`src/rtl/trig_pkg.sv`:
```
package trig_pkg;

    typedef enum logic [1:0] {
        ST_IDLE  = 2'd0,
        ST_FIRE  = 2'd1,
        ST_WRISE = 2'd2,
        ST_WCLR  = 2'd3
    } tg_state_e;

endpackage

```
`src/rtl/trig_lfsr_src.sv`:
```
module trig_lfsr_src #(
    parameter int          LFSR_W = 16,
    parameter logic [LFSR_W-1:0] TAPS = 16'hB400,
    parameter logic [LFSR_W-1:0] SEED = 16'hACE1
) (
    input  logic              clk,
    input  logic              rst_n,
    input  logic [LFSR_W-1:0] thresh,
    output logic              hit
);

    typedef struct packed {
        logic [LFSR_W-1:0] sr;
    } lfsr_t;

    lfsr_t r_d, r_q;

    always_comb begin
        r_d    = r_q;
        r_d.sr = r_q.sr >> 1;
        if (r_q.sr[0]) begin
            r_d.sr = r_d.sr ^ TAPS;
        end
    end

    always_ff @(posedge clk) begin
        if (!rst_n) begin
            r_q.sr <= SEED;
        end else begin
            r_q <= r_d;
        end
    end

    // compare against threshold sets the mean request rate
    assign hit = (r_q.sr < thresh);

endmodule

```
`src/rtl/trig_busy_fsm.sv`:
```
module trig_busy_fsm
    import trig_pkg::*;
#(
    parameter int N_FE    = 4,
    parameter int TMO_CYC = 8,
    parameter int REJ_W   = 16
) (
    input  logic             clk,
    input  logic             rst_n,
    input  logic             req,
    input  logic [N_FE-1:0]  busy,
    input  logic             fifo_full,
    output logic             accept,
    output logic             fire,
    output logic [REJ_W-1:0] rej_count
);

    localparam int TMO_W = $clog2(TMO_CYC + 1);

    typedef struct packed {
        tg_state_e        st;
        logic [TMO_W-1:0] tmo;
        logic [REJ_W-1:0] rej;
    } fsm_t;

    fsm_t r_d, r_q;
    logic any_busy;
    logic rej_inc;

    assign any_busy = |busy;

    always_comb begin
        r_d     = r_q;
        accept  = 1'b0;
        rej_inc = 1'b0;
        unique case (r_q.st)
            ST_IDLE: begin
                if (req) begin
                    if (any_busy || fifo_full) begin
                        rej_inc = 1'b1;
                    end else begin
                        accept  = 1'b1;
                        r_d.st  = ST_FIRE;
                    end
                end
            end
            ST_FIRE: begin
                rej_inc = req;
                r_d.st  = ST_WRISE;
                r_d.tmo = '0;
            end
            ST_WRISE: begin
                rej_inc = req;
                if (any_busy) begin
                    r_d.st = ST_WCLR;
                end else if (r_q.tmo == TMO_W'(TMO_CYC - 1)) begin
                    r_d.st = ST_IDLE;
                end else begin
                    r_d.tmo = r_q.tmo + 1'b1;
                end
            end
            ST_WCLR: begin
                rej_inc = req;
                if (!any_busy) begin
                    r_d.st = ST_IDLE;
                end
            end
            default: r_d.st = ST_IDLE;
        endcase
        if (rej_inc) begin
            r_d.rej = r_q.rej + 1'b1;
        end
    end

    always_ff @(posedge clk) begin
        if (!rst_n) begin
            r_q.st  <= ST_IDLE;
            r_q.tmo <= '0;
            r_q.rej <= '0;
        end else begin
            r_q <= r_d;
        end
    end

    assign fire      = (r_q.st == ST_FIRE);
    assign rej_count = r_q.rej;

endmodule

```
`src/rtl/trig_info_fifo.sv`:
```
module trig_info_fifo #(
    parameter int DW    = 20,
    parameter int DEPTH = 4
) (
    input  logic          clk,
    input  logic          rst_n,
    input  logic          push,
    input  logic [DW-1:0] din,
    input  logic          pop,
    output logic [DW-1:0] dout,
    output logic          valid,
    output logic          full,
    output logic [$clog2(DEPTH+1)-1:0] count
);

    localparam int AW = (DEPTH > 1) ? $clog2(DEPTH) : 1;
    localparam int CW = $clog2(DEPTH + 1);

    typedef struct packed {
        logic [DEPTH-1:0][DW-1:0] mem;
        logic [AW-1:0]            wr;
        logic [AW-1:0]            rd;
        logic [CW-1:0]            cnt;
    } fifo_t;

    fifo_t r_d, r_q;
    logic do_push, do_pop;

    assign do_push = push && (r_q.cnt != CW'(DEPTH));
    assign do_pop  = pop && (r_q.cnt != '0);

    always_comb begin
        r_d = r_q;
        if (do_push) begin
            r_d.mem[r_q.wr] = din;
            r_d.wr = (r_q.wr == AW'(DEPTH - 1)) ? '0 : r_q.wr + 1'b1;
        end
        if (do_pop) begin
            r_d.rd = (r_q.rd == AW'(DEPTH - 1)) ? '0 : r_q.rd + 1'b1;
        end
        r_d.cnt = r_q.cnt + CW'(do_push) - CW'(do_pop);
    end

    always_ff @(posedge clk) begin
        if (!rst_n) begin
            r_q.mem <= '0;
            r_q.wr  <= '0;
            r_q.rd  <= '0;
            r_q.cnt <= '0;
        end else begin
            r_q <= r_d;
        end
    end

    assign dout  = r_q.mem[r_q.rd];
    assign valid = (r_q.cnt != '0);
    assign full  = (r_q.cnt == CW'(DEPTH));
    assign count = r_q.cnt;

endmodule

```
`src/rtl/trig_fanout_gate.sv`:
```
module trig_fanout_gate #(
    parameter int                N_FE      = 4,
    parameter int                EVT_W     = 16,
    parameter int                TYPE_W    = 4,
    parameter int                DEPTH     = 4,
    parameter int                LFSR_W    = 16,
    parameter int                TMO_CYC   = 8,
    parameter int                REJ_W     = 16,
    parameter logic [TYPE_W-1:0] RAND_TYPE = '1
) (
    input  logic              clk,
    input  logic              rst_n,
    input  logic              ext_req,
    input  logic [TYPE_W-1:0] ext_type,
    input  logic              use_rand,
    input  logic [LFSR_W-1:0] rand_thresh,
    input  logic [N_FE-1:0]   fe_busy,
    output logic [N_FE-1:0]   fe_trig,
    input  logic              host_rd,
    output logic              host_valid,
    output logic [EVT_W-1:0]  host_evt,
    output logic [TYPE_W-1:0] host_type,
    output logic [REJ_W-1:0]  rej_count
);

    localparam int ENT_W = EVT_W + TYPE_W;
    localparam int CW    = $clog2(DEPTH + 1);

    typedef struct packed {
        logic [EVT_W-1:0] evt;
    } top_t;

    top_t r_d, r_q;

    logic              rand_hit;
    logic              req_sel;
    logic [TYPE_W-1:0] type_sel;
    logic              accept;
    logic              fire;
    logic              fifo_full;
    logic [ENT_W-1:0]  ent_in;
    logic [ENT_W-1:0]  ent_out;
    logic [CW-1:0]     fifo_cnt;

    trig_lfsr_src #(
        .LFSR_W (LFSR_W)
    ) u_rand (
        .clk    (clk),
        .rst_n  (rst_n),
        .thresh (rand_thresh),
        .hit    (rand_hit)
    );

    assign req_sel  = use_rand ? rand_hit : ext_req;
    assign type_sel = use_rand ? RAND_TYPE : ext_type;

    trig_busy_fsm #(
        .N_FE    (N_FE),
        .TMO_CYC (TMO_CYC),
        .REJ_W   (REJ_W)
    ) u_fsm (
        .clk       (clk),
        .rst_n     (rst_n),
        .req       (req_sel),
        .busy      (fe_busy),
        .fifo_full (fifo_full),
        .accept    (accept),
        .fire      (fire),
        .rej_count (rej_count)
    );

    always_comb begin
        r_d = r_q;
        if (accept) begin
            r_d.evt = r_q.evt + 1'b1;
        end
    end

    always_ff @(posedge clk) begin
        if (!rst_n) begin
            r_q.evt <= '0;
        end else begin
            r_q <= r_d;
        end
    end

    assign ent_in = {r_q.evt, type_sel};

    trig_info_fifo #(
        .DW    (ENT_W),
        .DEPTH (DEPTH)
    ) u_fifo (
        .clk   (clk),
        .rst_n (rst_n),
        .push  (accept),
        .din   (ent_in),
        .pop   (host_rd),
        .dout  (ent_out),
        .valid (host_valid),
        .full  (fifo_full),
        .count (fifo_cnt)
    );

    assign host_evt  = ent_out[ENT_W-1:TYPE_W];
    assign host_type = ent_out[TYPE_W-1:0];

    for (genvar g = 0; g < N_FE; g++) begin : g_fan
        assign fe_trig[g] = fire;
    end

endmodule

```
`config.mk`:
```
export PLATFORM = sky130hd
export DESIGN_NAME = trig_fanout_gate
export DESIGN_NICKNAME = d
export VERILOG_FILES = /design/src/rtl/trig_pkg.sv /design/src/rtl/trig_lfsr_src.sv /design/src/rtl/trig_busy_fsm.sv /design/src/rtl/trig_info_fifo.sv /design/src/rtl/trig_fanout_gate.sv
export SDC_FILE = /design/constraint.sdc
export NUM_CORES = 1
export LEC_CHECK = 0
export ABC_CLOCK_PERIOD_IN_PS = 5600
export BUFFER_PORTS_ARGS = -buffer_cell sky130_fd_sc_hd__buf_2
export CAP_MARGIN = 25
export CORE_MARGIN = 5
export CORE_UTILIZATION = 36
export DETAILED_ROUTE_END_ITERATION = 10
export GPL_ROUTABILITY_DRIVEN = 0
export SLEW_MARGIN = 20
export SYNTH_ARGS = -nofsm -noshare
export SYNTH_HDL_FRONTEND = slang
export SYNTH_HIERARCHICAL = 1
export SYNTH_SLANG_ARGS = --single-unit
```
`constraint.sdc`:
```
create_clock -name clk -period 5.6 [get_ports clk]
set_clock_uncertainty 0.05 [all_clocks]
set_input_delay 1.68 -clock clk [delete_from_list [all_inputs] [get_ports clk]]
set_output_delay 1.68 -clock clk [all_outputs]
set_load 0.005 [all_outputs]
```
==> flow_summary.json, run 1 <==
{
  "outcome": "complete, no violations",
  "cp_slowest_cell": "fa_1",
  "drive_gt1_share_pct": 19.1,
  "antenna_found_initial": 0,
  "die_area_sq_mm": 0.0221,
  "die_h_um": 149,
  "postCtsHoldBufs": 0,
  "crit_top_cell": "inv_1",
  "final.setup.tns_ps": 0,
  "synthToLayoutAreaGrowth_pct": 12.9,
  "clk_pin_slew_ps": 60,
  "cts_tree": "done",
  "startpoint_type": "primary input",
  "hold_violations": 0,
  "drtPass1Iterations": 4,
  "slew_headroom_pct": 45.8,
  "cts_root_buf": "clkbuf_16",
  "crit_arrival_ps": 5070,
  "post-route-drc-count": 0,
  "end_kind": "flop",
  "critPathKind": "in2reg",
  "ant_nets": 0,
  "max_stage_delay_ps": 370,
  "via_count": 4846,
  "coreArea_sq_mm": 0.0188,
  "fp-row-count": 50,
  "netlist_instances": 698,
  "num_antenna_cells": 0,
  "min_period_ps": 4810,
  "grt_pass1_vias": 4839,
  "fmax_mhz": 208,
  "htreeDepth": 4,
  "rsz0062_at_grt": "no",
  "io_pins": 70,
  "holdCritPathClass": "reg2reg",
  "multi_input_area_sq_mm": 0.00349,
  "dpl.hpwl_um": 9460,
  "worst_slew_pin_slew_ps": 813,
  "synth_warnings": 6,
  "pre_cts_ws_ps": 368,
  "worst_slack_ps": 788,
  "routed_via_density": 4.78,
  "crit_fanout": 6,
  "total_power_uw": 2500,
  "regArea_sq_mm": 0.00282,
  "fin_crit_sh_pct": 85.9,
  "slew_violations": 0,
  "syn_area_per_cell_sq_um": 9.92,
  "nets": 802,
  "syn_area_sq_mm": 0.00692,
  "ctsResizeCount": 0,
  "clkSinkCount": 141,
  "cp.required_ps": 5850,
  "hold_ws_ps": 401,
  "clockBufferDepth": 2,
  "grtUsageTotal_pct": 12.9,
  "clk_latency_ps": 410,
  "synth_fp_nets": 758,
  "power.density_mw_per_mm2": 320,
  "path_cells": "buf_2 > inv_1 > ha_1 > a21o_1 > a21o_1 > a221o_1 > a21oi_1 > mux2_2 > inv_1 > nor3_1 > and2_1 > inv_1 > ha_1 > inv_1 > ha_1 > fa_1 > xor2_1 > xnor2_1 > and2_1",
  "avgRoutedWirePerCell_um": 13.5,
  "cts-buffers-inserted": 17,
  "dp.cells": 983,
  "grt_first_pass_wirelength_um": 23300,
  "grt_max_degree": 85,
  "setup_viol": 0,
  "final_cells": 1014,
  "io_buffers": 69,
  "dieWidth_um": 149,
  "maxCapViolations": 0,
  "grt-ovfl-total": 0,
  "initial_core_util_pct": 36.8,
  "wl_um": 13700,
  "leakage_uw": 0.00302,
  "final.fill_count": 1848,
  "cts_setup_buffers": 0,
  "ir_drop_mv": 0.209,
  "drt_iter0_drc": 209
}
## layout make-up
type / instances / share of cell area [%]
clock buffer: 19 / 5.79
timing repair buffer: 81 / 5.60
sequential: 141 / 36.1
inverter: 39 / 1.87
multi-input combinational: 462 / 44.6
tap: 260 / 4.16
clock inverter: 12 / 1.86
## report_power, final
group	switching [uW]	leakage (uW)	total (uW)	internal, uW
Sequential	26.1	0.00114	1060	1030
Combinational	177	0.00159	307	130
Clock	418	0.000286	1130	716
## cell usage in the layout (no fill, tap or decap), drive strengths merged, types with 4 or more instances in the layout
cell      count
mux4         20
o31ai         8
or3           4
and3         10
a21oi        17
nor2         23
buf          81
xnor2         8
dfxtp       141
mux2i        86
clkinvlp      4
nand2b       13
or4           9
inv          37
ha           30
or2           4
nor3          6
nand2       127
nand3        11
and2         14
clkbuf       19
nor4          4
clkinv        7
xor2         12
o21ai        13
nand4        13
## state kept, by name (all words and copies together), names as in the netlist
register         cells
r_q                 16
u_fifo/r_q          84
u_fsm/r_q            6
u_fifo/count         3
u_fsm/rej_count     16
u_rand/r_q          16
## worst max-delay path: cells and delay by family
kind	cells	cell delay, ps
buf+inv	5	280
xor+xnor	2	280
fa+ha+maj	4	1100
compound gates	4	800
mux	1	270
simple gates	3	640
## per-layer routing
metal,share of wire [%],GRT usage (%),vias to the layer above
li1,-,-,2483
met5,0,0,-
met3,5.0,4.11,15
met2,44,19.8,87
met4,0.98,3.33,0
met1,50,17.5,2261
## path summary, 6_finish.rpt
path | start | end | slack [ps] | cells past startpoint
worst min register to register | u_fifo/r_q[74] | u_fifo/r_q[74] | 400 | 2
worst min-delay path | u_fifo/r_q[74] | u_fifo/r_q[74] | 400 | 2
worst max register to register | u_rand/r_q[13] | u_fifo/count[2] | 1810 | 17
worst max-delay path | rand_thresh[13] | u_fifo/count[2] | 790 | 19
## metrics by stage
stage / area, sq um / utilization, %
floorplan: 6920 / -
global placement: 7220 / 38.3
detailed placement: 7220 / 38.3
CTS: 7820 / 41.5
global route: 7820 / 41.5
finish: 7820 / 41.5
(Power assumes the default switching activity.)
==> run 2, diff against run 1 <==
Settings changed: ABC_CLOCK_PERIOD_IN_PS 5600 to 5690, CORE_MARGIN 5 to 2.
Clock period 5.6 ns to 5.69 ns, I/O delays scaled along.
==> run 2 against run 1 <==
Against the previous run: die area fell by 7.9%; first-iteration DRC count increased by 1.4%; clock-buffer cell count is the same; worst hold slack got worse by 9.4 ps; largest cell class unchanged.
==> flow_summary.json, run 2 (same netlist as run 1, synthesis figures left out) <==
{
  "cp.required_ps": 5940,
  "slew_violations": 0,
  "clkSinkCount": 141,
  "final_cells": 987,
  "die_area_sq_mm": 0.0204,
  "wl_um": 13800,
  "io_buffers": 69,
  "num_antenna_cells": 0,
  "crit_arrival_ps": 5130,
  "hold_ws_ps": 392,
  "cts_setup_buffers": 0,
  "dp.cells": 955,
  "critPathKind": "in2reg",
  "drt_iter0_drc": 212,
  "ctsResizeCount": 0,
  "mostFrequentLayoutCells": "dfxtp_1 (141), nand2_1 (127), mux2i_1 (86)",
  "nets": 800,
  "grt_pass1_vias": 4760,
  "crit_fanout": 6,
  "final.setup.tns_ps": 0,
  "fin_util_pct": 41.5,
  "drtPass1Iterations": 4,
  "grtUsageTotal_pct": 14.4,
  "holdCritPathClass": "reg2reg",
  "place_area_sq_mm": 0.00717,
  "coreArea_sq_mm": 0.0188,
  "hold_violations": 0,
  "ir_drop_mv": 0.202,
  "end_kind": "flop",
  "ant_nets": 0,
  "setup_viol": 0,
  "grt_max_degree": 75,
  "avgRoutedWirePerCell_um": 14.0,
  "routed_via_density": 4.87,
  "antenna_found_initial": 0,
  "fmax_mhz": 205,
  "clk_pin_slew_ps": 60,
  "fin_area_sq_mm": 0.00779,
  "dpl.hpwl_um": 9240,
  "reg2reg_from": "u_rand/r_q[13]",
  "drive_gt1_share_pct": 18.7,
  "worst_slew_pin_slew_ps": 751,
  "postCtsHoldBufs": 0,
  "fin_crit_sh_pct": 85.6,
  "synthToLayoutAreaGrowth_pct": 12.6,
  "final_common_cell": "dfxtp_1",
  "initial_core_util_pct": 36.9,
  "io_pins": 70,
  "cts_root_buf": "clkbuf_16",
  "clk_latency_ps": 420,
  "min_period_ps": 4870,
  "hold_start": "u_rand/r_q[6]",
  "power.density_mw_per_mm2": 323,
  "grt_first_pass_wirelength_um": 23200,
  "htreeDepth": 4,
  "grt-ovfl-total": 0,
  "post-route-drc-count": 0,
  "slew_headroom_pct": 49.4,
  "via_count": 4811,
  "final.fill_count": 1838,
  "clockBufferDepth": 2,
  "rsz0062_at_grt": "no",
  "top_register": "u_fifo/r_q",
  "largest_reg_flops": 84,
  "fp-row-count": 50,
  "cts_tree": "done",
  "cts-buffers-inserted": 17,
  "startpoint": "rand_thresh[13]",
  "leakage_uw": 0.00302,
  "maxCapViolations": 0,
  "startpoint_type": "primary input",
  "outcome": "complete, no violations",
  "dieWidth_um": 143,
  "die_h_um": 143
}
==> run 2: through the flow <==
step / power (uW) / worst slack (ps)
final: 2520 / 818
after global routing: 2630 / 555
after CTS: 2560 / 830
after detailed placement: 1370 / 436
after global placement: 1360 / 473
after floorplan: 1300 / 563
==> run 2: layout make-up <==
| class | count | area, sq um | share of cell area (%) |
|---|---|---|---|
| multi-input cells | 462 | 3490 | 44.7 |
| flip-flops and latches | 141 | 2820 | 36.2 |
| clock buffers | 19 | 433 | 5.55 |
| repair buffers | 79 | 423 | 5.43 |
| well taps | 234 | 293 | 3.76 |
| clock inverters | 13 | 189 | 2.42 |
| inverters | 39 | 146 | 1.88 |
==> run 2: path summary, 6_finish.rpt <==
check | cells after the start | to | slack, ps
setup / recovery | 19 | u_fifo/count[2] | 820
hold reg to reg | 1 | u_rand/r_q[5] | 390
hold / removal | 1 | u_rand/r_q[5] | 390
setup reg to reg | 17 | u_fifo/count[2] | 1870
==> run 2: where the power goes <==
part	leakage [uW]	switching, uW	internal, uW
logic	0.00158	158	129
clock network	0.000298	438	738
registers	0.00114	40.0	1020
==> run 2: layer usage <==
| layer | share of wire (%) | global-route usage (%) | vias up |
|---|---|---|---|
| li1 | - | - | 2470 |
| met1 | 49 | 18.7 | 2257 |
| met3 | 4.9 | 4.53 | 7 |
| met2 | 45 | 22.9 | 77 |
| met5 | 0 | 0 | - |
| met4 | 0.80 | 4.22 | 0 |
==> run 2: worst max-delay path, cell delays in order <==
cell	delay, ps
buf_2	70
inv_1	30
ha_1	280
a21o_1	160
a21o_1	170
a221o_1	340
a21oi_1	180
mux2_2	290
inv_1	90
nor3_1	230
and2_1	200
inv_1	50
ha_1	270
inv_1	40
ha_1	190
fa_1	380
xor2_1	160
xnor2_1	130
and2_1	150
==> run 3, diff against run 2 <==
Settings changed: ABC_CLOCK_PERIOD_IN_PS 5690 to 4430.
Clock period 5.69 ns to 4.43 ns, I/O delays scaled along.
==> run 3 against run 2 <==
Against the previous run: sequential share of layout area down 0.45 points; register-to-register slack got worse by 790 ps; cell area rose by 1.3%; critical path type unchanged; critical endpoint unchanged; largest power group unchanged; highest routed layer is now met5.
==> flow_summary.json, run 3 (same netlist as run 1, synthesis figures left out) <==
{
  "outcome": "complete, no violations",
  "die_h_um": 143,
  "dieWidth_um": 143,
  "ir_drop_mv": 0.239,
  "io_buffers": 69,
  "cp_slowest_cell": "fa_2",
  "initial_core_util_pct": 36.9,
  "crit_fanout": 2,
  "grt_first_pass_wirelength_um": 23400,
  "startpoint_type": "primary input",
  "max_stage_delay_ps": 350,
  "antenna_found_initial": 1,
  "end_kind": "flop",
  "mostFrequentLayoutCells": "dfxtp_1 (141), nand2_1 (127), mux2i_1 (86)",
  "drive_gt1_share_pct": 19.6,
  "grt-ovfl-total": 0,
  "fin_crit_sh_pct": 91.6,
  "hold_violations": 0,
  "fp-row-count": 50,
  "cts-buffers-inserted": 17,
  "place_area_sq_mm": 0.00727,
  "power.density_mw_per_mm2": 411,
  "maxCapViolations": 0,
  "top_register": "u_fifo/r_q",
  "io_pins": 70,
  "clk_pin_slew_ps": 60,
  "fin_area_sq_mm": 0.00789,
  "hold_start": "u_rand/r_q[12]",
  "crit_arrival_ps": 4320,
  "largest_reg_flops": 84,
  "clk_latency_ps": 410,
  "clkSinkCount": 141,
  "min_period_ps": 4060,
  "htreeDepth": 4,
  "synthToLayoutAreaGrowth_pct": 14.0,
  "dp.cells": 957,
  "grt_max_degree": 72,
  "grtUsageTotal_pct": 14.4,
  "drtPass1Iterations": 5,
  "critPathKind": "in2reg",
  "min_path_cells": 1,
  "holdCritPathClass": "reg2reg",
  "num_antenna_cells": 0,
  "cts_tree": "done",
  "grt_pass1_vias": 4770,
  "worst_slew_pin_slew_ps": 829,
  "routed_via_density": 4.85,
  "post-route-drc-count": 0,
  "fmax_mhz": 246,
  "setup_viol": 0,
  "slew_headroom_pct": 44.2,
  "whs_endpoint": "u_rand/r_q[11]",
  "avgRoutedWirePerCell_um": 14.0,
  "slew_violations": 0,
  "wl_um": 13800,
  "ctsResizeCount": 0,
  "cts_setup_buffers": 0,
  "cp.required_ps": 4690,
  "ant_nets": 0,
  "r2r_setup_slack_ps": 1080,
  "path_cells": "buf_2 > inv_1 > ha_1 > a21o_1 > a21o_1 > a221o_1 > a21oi_1 > mux2_4 > inv_4 > nor3_4 > and2_4 > inv_1 > ha_1 > inv_1 > ha_2 > fa_2 > xor2_1 > xnor2_1 > and2_1",
  "final_cells": 988,
  "clockBufferDepth": 2,
  "postCtsHoldBufs": 0,
  "via_count": 4789,
  "dpl.hpwl_um": 8930,
  "coreArea_sq_mm": 0.0188,
  "nets": 802,
  "crit_top_cell": "inv_1",
  "reg2reg_from": "u_rand/r_q[13]",
  "leakage_uw": 0.00304,
  "rsz0062_at_grt": "no",
  "rr_endpoint": "u_fifo/count[2]",
  "drt_iter0_drc": 182,
  "die_area_sq_mm": 0.0204,
  "cts_root_buf": "clkbuf_16",
  "final_common_cell": "dfxtp_1",
  "r2r_cells": 17
}
==> run 3: per-layer routing <==
metal | routed length (um) | GRT usage, % | up-vias
li1 | - | - | 2483
met1 | 6830 | 19.2 | 2224
met2 | 6350 | 22.8 | 74
met3 | 519 | 4.23 | 6
met4 | 76 | 3.91 | 2
met5 | 16 | 0 | -
==> run 3: how the worst max path moves through the flow <==
| stage | from | to | slack, ps | cells after the start |
|---|---|---|---|---|
| after floorplan | rand_thresh[13] | u_fifo/count[2] | 2 | 18 |
| after global placement | rand_thresh[13] | u_fifo/count[2] | -40 | 19 |
| after detailed placement | rand_thresh[13] | u_fifo/count[2] | -70 | 19 |
| after CTS | rand_thresh[13] | u_fifo/count[2] | 360 | 19 |
| after global routing | rand_thresh[13] | u_fifo/count[2] | 160 | 19 |
| final | rand_thresh[13] | u_fifo/count[2] | 370 | 19 |
==> run 3: layout make-up <==
| class | instances | area, sq um |
|---|---|---|
| clock inverters | 13 | 189 |
| repair buffers | 81 | 500 |
| fillers | 1828 | 10900 |
| multi-input cells | 462 | 3510 |
| clock buffers | 18 | 429 |
| flip-flops and latches | 141 | 2820 |
| inverters | 39 | 149 |
| well taps | 234 | 293 |
==> run 3: metrics by stage <==
stage / power (uW) / setup WS (ps) / setup TNS [ps] / hold WS (ps) / utilization [%]
floorplan: 1670 / 2.18 / 0 / 368 / -
global placement: 1780 / -38.9 / -38.9 / 383 / 38.8
detailed placement: 1780 / -69.4 / -69.4 / 391 / 38.8
CTS: 3300 / 358 / 0 / 402 / 42.1
global route: 3410 / 163 / 0 / 414 / 42.1
finish: 3250 / 372 / 0 / 399 / 42.1
==> run 3: report_power, final <==
part           total (uW)  internal [uW]  leakage (uW)  switching, uW
Sequential           1360           1300       0.00114           51.3
Combinational         388            175       0.00161            213
Clock                1500            944      0.000297            558
==> run 3: worst max-delay path, delay by kind of cell <==
family / cells / cell delay, ps
adders and majority gates: 4 / 1080
and+or+nand+nor: 3 / 480
xor gates and xnor gates: 2 / 280
AOI/OAI and AO/OA: 4 / 760
buffers and inverters: 5 / 220
muxes: 1 / 180
